**src/rtl/irq_rs_pkg.sv**
```systemverilog
package irq_rs_pkg;

    typedef struct packed {
        logic sts;
        logic pulse;
        logic men_prev;
    } chan_st_t;

    typedef struct packed {
        logic legacy;
        logic rtc;
        logic pit;
    } glob_st_t;

endpackage

```
**src/rtl/irq_rs_chan.sv**
```systemverilog
module irq_rs_chan
    import irq_rs_pkg::*;
(
    input  logic clk,
    input  logic rst_n,
    input  logic match_i,
    input  logic en_i,
    input  logic level_i,
    input  logic msg_en_i,
    input  logic clr_i,
    output logic sts_o,
    output logic pulse_o,
    output logic msg_req_o
);

    chan_st_t st_d, st_q;

    always_comb begin
        st_d          = st_q;
        st_d.pulse    = 1'b0;
        st_d.men_prev = msg_en_i;
        if (!en_i) begin
            st_d.sts = 1'b0;
        end else if (match_i && !msg_en_i) begin
            st_d.sts   = level_i;
            st_d.pulse = !level_i;
        end else if (clr_i) begin
            st_d.sts = 1'b0;
        end else if (msg_en_i && !st_q.men_prev) begin
            st_d.sts = 1'b0;
        end
    end

    always_ff @(posedge clk) begin
        if (!rst_n) st_q <= '0;
        else        st_q <= st_d;
    end

    assign sts_o     = st_q.sts;
    assign pulse_o   = st_q.pulse;
    assign msg_req_o = en_i & match_i & msg_en_i;

endmodule

```
**src/rtl/irq_rs_msg_arb.sv**
```systemverilog
module irq_rs_msg_arb #(
    parameter int NCH   = 4,
    parameter int MSG_W = 32
) (
    input  logic                 clk,
    input  logic                 rst_n,
    input  logic [NCH-1:0]       req_i,
    input  logic [NCH-1:0]       keep_i,
    input  logic [NCH*MSG_W-1:0] addr_i,
    input  logic [NCH*MSG_W-1:0] data_i,
    output logic                 valid_o,
    output logic [MSG_W-1:0]     addr_o,
    output logic [MSG_W-1:0]     data_o
);

    localparam int SW = (NCH > 1) ? $clog2(NCH) : 1;

    typedef struct packed {
        logic [NCH-1:0]   pend;
        logic             vld;
        logic [MSG_W-1:0] addr;
        logic [MSG_W-1:0] data;
    } arb_st_t;

    arb_st_t        st_d, st_q;
    logic [NCH-1:0] cand;
    logic [SW-1:0]  sel;

    always_comb begin
        cand = (st_q.pend | req_i) & keep_i;
        sel  = '0;
        for (int i = NCH - 1; i >= 0; i--) begin
            if (cand[i]) sel = SW'(i);
        end
        st_d      = st_q;
        st_d.vld  = |cand;
        st_d.pend = cand;
        if (|cand) begin
            st_d.pend[sel] = 1'b0;
            st_d.addr      = addr_i[sel*MSG_W +: MSG_W];
            st_d.data      = data_i[sel*MSG_W +: MSG_W];
        end
    end

    always_ff @(posedge clk) begin
        if (!rst_n) st_q <= '0;
        else        st_q <= st_d;
    end

    assign valid_o = st_q.vld;
    assign addr_o  = st_q.addr;
    assign data_o  = st_q.data;

endmodule

```
**src/rtl/irq_rs_line_mux.sv**
```systemverilog
module irq_rs_line_mux #(
    parameter int NCH    = 4,
    parameter int NLINES = 16,
    parameter int LEG_A  = 0,
    parameter int LEG_B  = 8,
    localparam int RW    = $clog2(NLINES)
) (
    input  logic [NCH-1:0]    req_i,
    input  logic [NCH*RW-1:0] route_i,
    input  logic              legacy_i,
    input  logic              pit_i,
    input  logic              rtc_i,
    output logic [NLINES-1:0] lines_o
);

    logic [RW-1:0] tgt;

    always_comb begin
        lines_o = '0;
        tgt     = '0;
        for (int ch = 0; ch < NCH; ch++) begin
            tgt = route_i[ch*RW +: RW];
            if (legacy_i && ch == 0) tgt = RW'(LEG_A);
            if (legacy_i && ch == 1) tgt = RW'(LEG_B);
            lines_o[tgt] = lines_o[tgt] | req_i[ch];
        end
        if (!legacy_i) begin
            lines_o[LEG_A] = lines_o[LEG_A] | pit_i;
            lines_o[LEG_B] = lines_o[LEG_B] | rtc_i;
        end
    end

endmodule

```
**src/rtl/irq_route_status.sv**
```systemverilog
module irq_route_status
    import irq_rs_pkg::*;
#(
    parameter int NCH    = 4,
    parameter int NLINES = 16,
    parameter int MSG_W  = 32,
    parameter int LEG_A  = 0,
    parameter int LEG_B  = 8,
    localparam int RW    = $clog2(NLINES)
) (
    input  logic                 clk,
    input  logic                 rst_n,
    input  logic [NCH-1:0]       match_i,
    input  logic [NCH-1:0]       ch_en_i,
    input  logic [NCH-1:0]       ch_level_i,
    input  logic [NCH-1:0]       ch_msg_en_i,
    input  logic [NCH*RW-1:0]    ch_route_i,
    input  logic [NCH*MSG_W-1:0] ch_msg_addr_i,
    input  logic [NCH*MSG_W-1:0] ch_msg_data_i,
    input  logic                 glb_en_i,
    input  logic                 legacy_i,
    input  logic                 ext_pit_i,
    input  logic                 ext_rtc_i,
    input  logic                 sts_wr_i,
    input  logic [NCH-1:0]       sts_wdata_i,
    output logic [NLINES-1:0]    irq_o,
    output logic                 pit_gate_o,
    output logic [NCH-1:0]       status_o,
    output logic                 msg_valid_o,
    output logic [MSG_W-1:0]     msg_addr_o,
    output logic [MSG_W-1:0]     msg_data_o
);

    glob_st_t       g_d, g_q;
    logic [NCH-1:0] ch_live;
    logic [NCH-1:0] pulse;
    logic [NCH-1:0] msg_req;
    logic [NCH-1:0] line_req;

    always_comb begin
        g_d        = g_q;
        g_d.legacy = legacy_i;
        g_d.rtc    = ext_rtc_i;
        g_d.pit    = ext_pit_i;
    end

    always_ff @(posedge clk) begin
        if (!rst_n) g_q <= '0;
        else        g_q <= g_d;
    end

    assign ch_live = ch_en_i & {NCH{glb_en_i}};

    for (genvar i = 0; i < NCH; i++) begin : g_ch
        irq_rs_chan u_chan (
            .clk      (clk),
            .rst_n    (rst_n),
            .match_i  (match_i[i]),
            .en_i     (ch_live[i]),
            .level_i  (ch_level_i[i]),
            .msg_en_i (ch_msg_en_i[i]),
            .clr_i    (sts_wr_i & sts_wdata_i[i]),
            .sts_o    (status_o[i]),
            .pulse_o  (pulse[i]),
            .msg_req_o(msg_req[i])
        );
    end

    assign line_req = status_o | pulse;

    irq_rs_line_mux #(
        .NCH   (NCH),
        .NLINES(NLINES),
        .LEG_A (LEG_A),
        .LEG_B (LEG_B)
    ) u_mux (
        .req_i   (line_req),
        .route_i (ch_route_i),
        .legacy_i(g_q.legacy),
        .pit_i   (g_q.pit),
        .rtc_i   (g_q.rtc),
        .lines_o (irq_o)
    );

    irq_rs_msg_arb #(
        .NCH  (NCH),
        .MSG_W(MSG_W)
    ) u_arb (
        .clk    (clk),
        .rst_n  (rst_n),
        .req_i  (msg_req),
        .keep_i (ch_live),
        .addr_i (ch_msg_addr_i),
        .data_i (ch_msg_data_i),
        .valid_o(msg_valid_o),
        .addr_o (msg_addr_o),
        .data_o (msg_data_o)
    );

    assign pit_gate_o = !g_q.legacy;

endmodule

```
**config.mk**
```make
export PLATFORM = sky130hd
export DESIGN_NAME = irq_route_status
export DESIGN_NICKNAME = d
export VERILOG_FILES = /design/src/rtl/irq_rs_pkg.sv /design/src/rtl/irq_rs_chan.sv /design/src/rtl/irq_rs_msg_arb.sv /design/src/rtl/irq_rs_line_mux.sv /design/src/rtl/irq_route_status.sv
export SDC_FILE = /design/constraint.sdc
export NUM_CORES = 1
export LEC_CHECK = 0
export BUFFER_PORTS_ARGS = -buffer_cell sky130_fd_sc_hd__buf_2
export CORE_AREA = 2 2 152 154
export CTS_CLUSTER_SIZE = 20
export DETAILED_ROUTE_END_ITERATION = 6
export DIE_AREA = 0 0 154 156
export PLACE_DENSITY = 0.68
export SETUP_SLACK_MARGIN = 0.1
export SYNTH_ARGS = -nofsm -noshare
export SYNTH_HDL_FRONTEND = slang
export SYNTH_HIERARCHICAL = 1
export SYNTH_SLANG_ARGS = --single-unit
```
**constraint.sdc**
```tcl
create_clock -name clk -period 4 [get_ports clk]
set_input_delay 0.4 -clock clk [delete_from_list [all_inputs] [get_ports clk]]
set_output_delay 0.4 -clock clk [all_outputs]
set_load 0.03 [all_outputs]
```
==> impl_metrics.tcl <==
set metrics [dict create \
    stdcell_area_um2 9040 \
    rsz0062_at_grt "false" \
    status "finished clean" \
    start_kind "flip-flop" \
    cp_cell_sequence "buf_4, nand4b_1, nor3_1, o21a_1, o31ai_1, o21ai_4, buf_4, a2111oi_4, o32ai_2, nor3_2, buf_6, a22oi_1, clkbuf_4" \
    cts-htree-levels 3 \
    tns_ps 0 \
    cts-hold-fix-buffers 0 \
    ys_ff_latch 84 \
    rows 55 \
    dpl.hpwl_mm 24.4 \
    power_leakage_nw 4.11 \
    layout-drive-gt1-share_pct 42.1 \
    grtUsageTotal_pct 24.2 \
    top_layer "met5" \
    clk_latency_ps 340 \
    synthArstFlopShare_pct 0 \
    cpMostUsedCell "buf_4" \
    slew_headroom_pct 38.5 \
    antenna_found_initial 8 \
    worst_pin_slew_ps 923 \
    intPower_mw 1.72 \
    cts_buffer_depth 2 \
    avgSynthCellArea_um2 7.32 \
    fin_crit_sh_pct 95.8 \
    power_density_nw_per_um2 284 \
    wl_per_cell_um 20.9 \
    swShare_pct 32.8 \
    vias 8357 \
    synth_flop_cell "dfxtp_1" \
    synthCells 891 \
    grt_pass1_vias 7718 \
    core_area_um2 22400 \
    met3_length_mm 3.17 \
    drtIter0Drc 789 \
    crit_path_end_kind "output pin" \
    dieHeight_um 156 \
    grt_max_degree 53 \
    worst_clock_skew_ps 12.9 \
    die_w_um 154 \
    ys_warn_count 6 \
    cts_tree "built" \
    seq_area_frac_synth_pct 25.8 \
    setup_viol 0 \
    area.growth.synth_to_final_pct 38.6 \
    clk_pin_slew_ps 70 \
    p_clk_share_pct 36.0 \
    syn_nets 1190 \
    place_area_um2 8300 \
    hold_slack_ps 226 \
    dieArea_um2 24000 \
    slowest_delay_ps 500 \
    criticalPathCategory "flip-flop to output pin" \
    initial_utilization_pct 29.2 \
    gp_congestion 0.925 \
    cap_violations 0 \
    pwr-share-comb_pct 28.3 \
    cts_root_buffer "clkbuf_16" \
    grt_pass1_wl_mm 44.8 \
    crit_required_ps 3600 \
    slew_viol_final 0 \
    cts_buffers 9 \
    gr-total-overflow 0 \
    cp_max_fo 8 \
    fin_crit_ps 3830 \
    seqPwrFrac_pct 35.7 \
    viasPerCell 5.59 \
    cpLargestDelayFamily "compound AO/OA/AOI/OAI gates" \
    n_fill_cell 2405 \
    cp_num_buf_inv 4 \
    dr_wl_met2_mm 15.1 \
    cp.arrival_ps 3430 \
    wl_mm 31.3 \
    syn_area_um2 6520 \
    max_freq_mhz 261 \
    drc 0 \
    met1_length_mm 12.0 \
    netSwitchingPower_mw 0.842 \
    worst_path_max_delay_cell "nor3_1" \
    portBuffers 384 \
    layout.nets 1501 \
    fin_util_pct 40.4 \
    synth_enable_flop_cells 0 \
    ir_drop_v 0.000211 \
    io_pins 385 \
    ant_nets 0 \
    hp-class "input pin to flip-flop" \
    cts.sinks 84 \
    hold_violations 0 \
    synth_cell_type_count 69 \
    dr.pass1.iters 5 \
]
==> cells in the mapped netlist (all sizes together) (7+ instances only) <==
| cell type | instances | area [um^2] |
|---|---|---|
| nand2 | 174 | 653 |
| buf | 90 | 658 |
| dfxtp | 84 | 1680 |
| o21ai | 79 | 407 |
| a31oi | 71 | 444 |
| o221ai | 71 | 622 |
| clkbuf | 47 | 176 |
| nor2 | 37 | 139 |
| nor2b | 23 | 144 |
| and2 | 22 | 139 |
| a21oi | 14 | 70.1 |
| nand3 | 14 | 70.1 |
| nor3 | 14 | 75.1 |
| inv | 10 | 37.5 |
| nand4b | 10 | 87.6 |
| o211ai | 9 | 67.6 |
| a22oi | 8 | 60.1 |
| mux2i | 8 | 80.1 |
| o21a | 8 | 60.1 |
| or2 | 8 | 50.1 |
| nand2b | 7 | 43.8 |
==> routing by layer <==
layer,up-vias,track usage [%]
met5,-,0
met4,8,8.81
met3,72,7.28
met2,468,40.5
met1,3924,29.4
li1,3885,-
==> final timing paths <==
check / start / end / slack (ps) / cells past startpoint
worst min-delay path: ch_level_i[2] / g_ch[2].u_chan/pulse_o / 230 / 2
worst max-delay path: g_q[2] / irq_o[13] / 170 / 13
worst min register to register: u_arb/addr_o[11] / u_arb/addr_o[11] / 530 / 2
worst max register to register: u_arb/st_q[65] / u_arb/addr_o[30] / 1950 / 5
==> through the flow <==
stage               setup WS, ps  std cells  power, mW
global placement             281       1462       1.61
global route                75.9       1495       2.68
finish                       168       1495       2.57
detailed placement           273       1462       1.62
CTS                          112       1478       2.55
floorplan                    130        891       1.36
==> layout by cell type (no fill, tap or decap), drive strengths merged, types with 10 or more instances in the layout <==
| cell type | netlist | routed |
|---|---|---|
| a21oi | 14 | 14 |
| buf | 90 | 436 |
| nor2b | 23 | 23 |
| o21ai | 79 | 79 |
| inv | 10 | 13 |
| o221ai | 71 | 71 |
| dfxtp | 84 | 84 |
| nor3 | 14 | 14 |
| nand2 | 174 | 174 |
| nand3 | 14 | 14 |
| clkbuf | 47 | 10 |
| a31oi | 71 | 71 |
| nor2 | 37 | 37 |
| nand4b | 10 | 10 |
| and2 | 22 | 22 |
==> kinds of logic after synthesis <==
| logic type | share of synthesized area (%) |
|---|---|
| compound gates | 33.2 |
| buf+inv | 13.4 |
| mux | 1.92 |
| other cells | 0.0575 |
| xor+xnor | 0.806 |
| flops | 25.8 |
| simple gates | 24.9 |
==> worst register-to-register path, delay by kind of cell (launching register included) <==
family / cells / cell delay [ps]
and+or+nand+nor: 1 / 630
buffers and inverters: 1 / 290
DFF: 1 / 310
AOI/OAI and AO/OA: 3 / 750
==> state kept, by name, indices dropped and copies added, names as in the netlist <==
register and flops:
g_ch.u_chan/pulse_o 4, g_ch.u_chan/st_q 4, g_ch.u_chan/sts_o 4, g_q 3, u_arb/addr_o 32, u_arb/data_o 32, u_arb/st_q 4, u_arb/valid_o 1
==> power groups by stage <==
stage	sequential, mW	combinational, mW	clock [mW]
after floorplan	0.929	0.434	0
after global placement	0.934	0.680	0
after detailed placement	0.935	0.681	0
after CTS	0.917	0.685	0.947
after global routing	0.922	0.776	0.987
final	0.916	0.727	0.924
==> repair_timing <==
item / 4_1_cts / 5_1_grt
endpoints found under the hold margin: 0 / 0
setup buffers: 0 / 13
gates resized for setup: 7 / 57
setup endpoints to repair: 15 / 16
gates cloned: 0 / 1
pin swaps: 1 / 17
==> layout make-up <==
type	count	area [um^2]	area share, %
diodes	3	7.51	0.0831
clock buffers	9	225	2.49
clock inverters	7	96.3	1.07
inverters	10	37.5	0.415
multi-input cells	660	4260	47.1
flip-flops and latches	84	1690	18.7
well taps	285	357	3.95
repair buffers	437	2370	26.2
No activity file was read; power rests on OpenSTA's default activity.
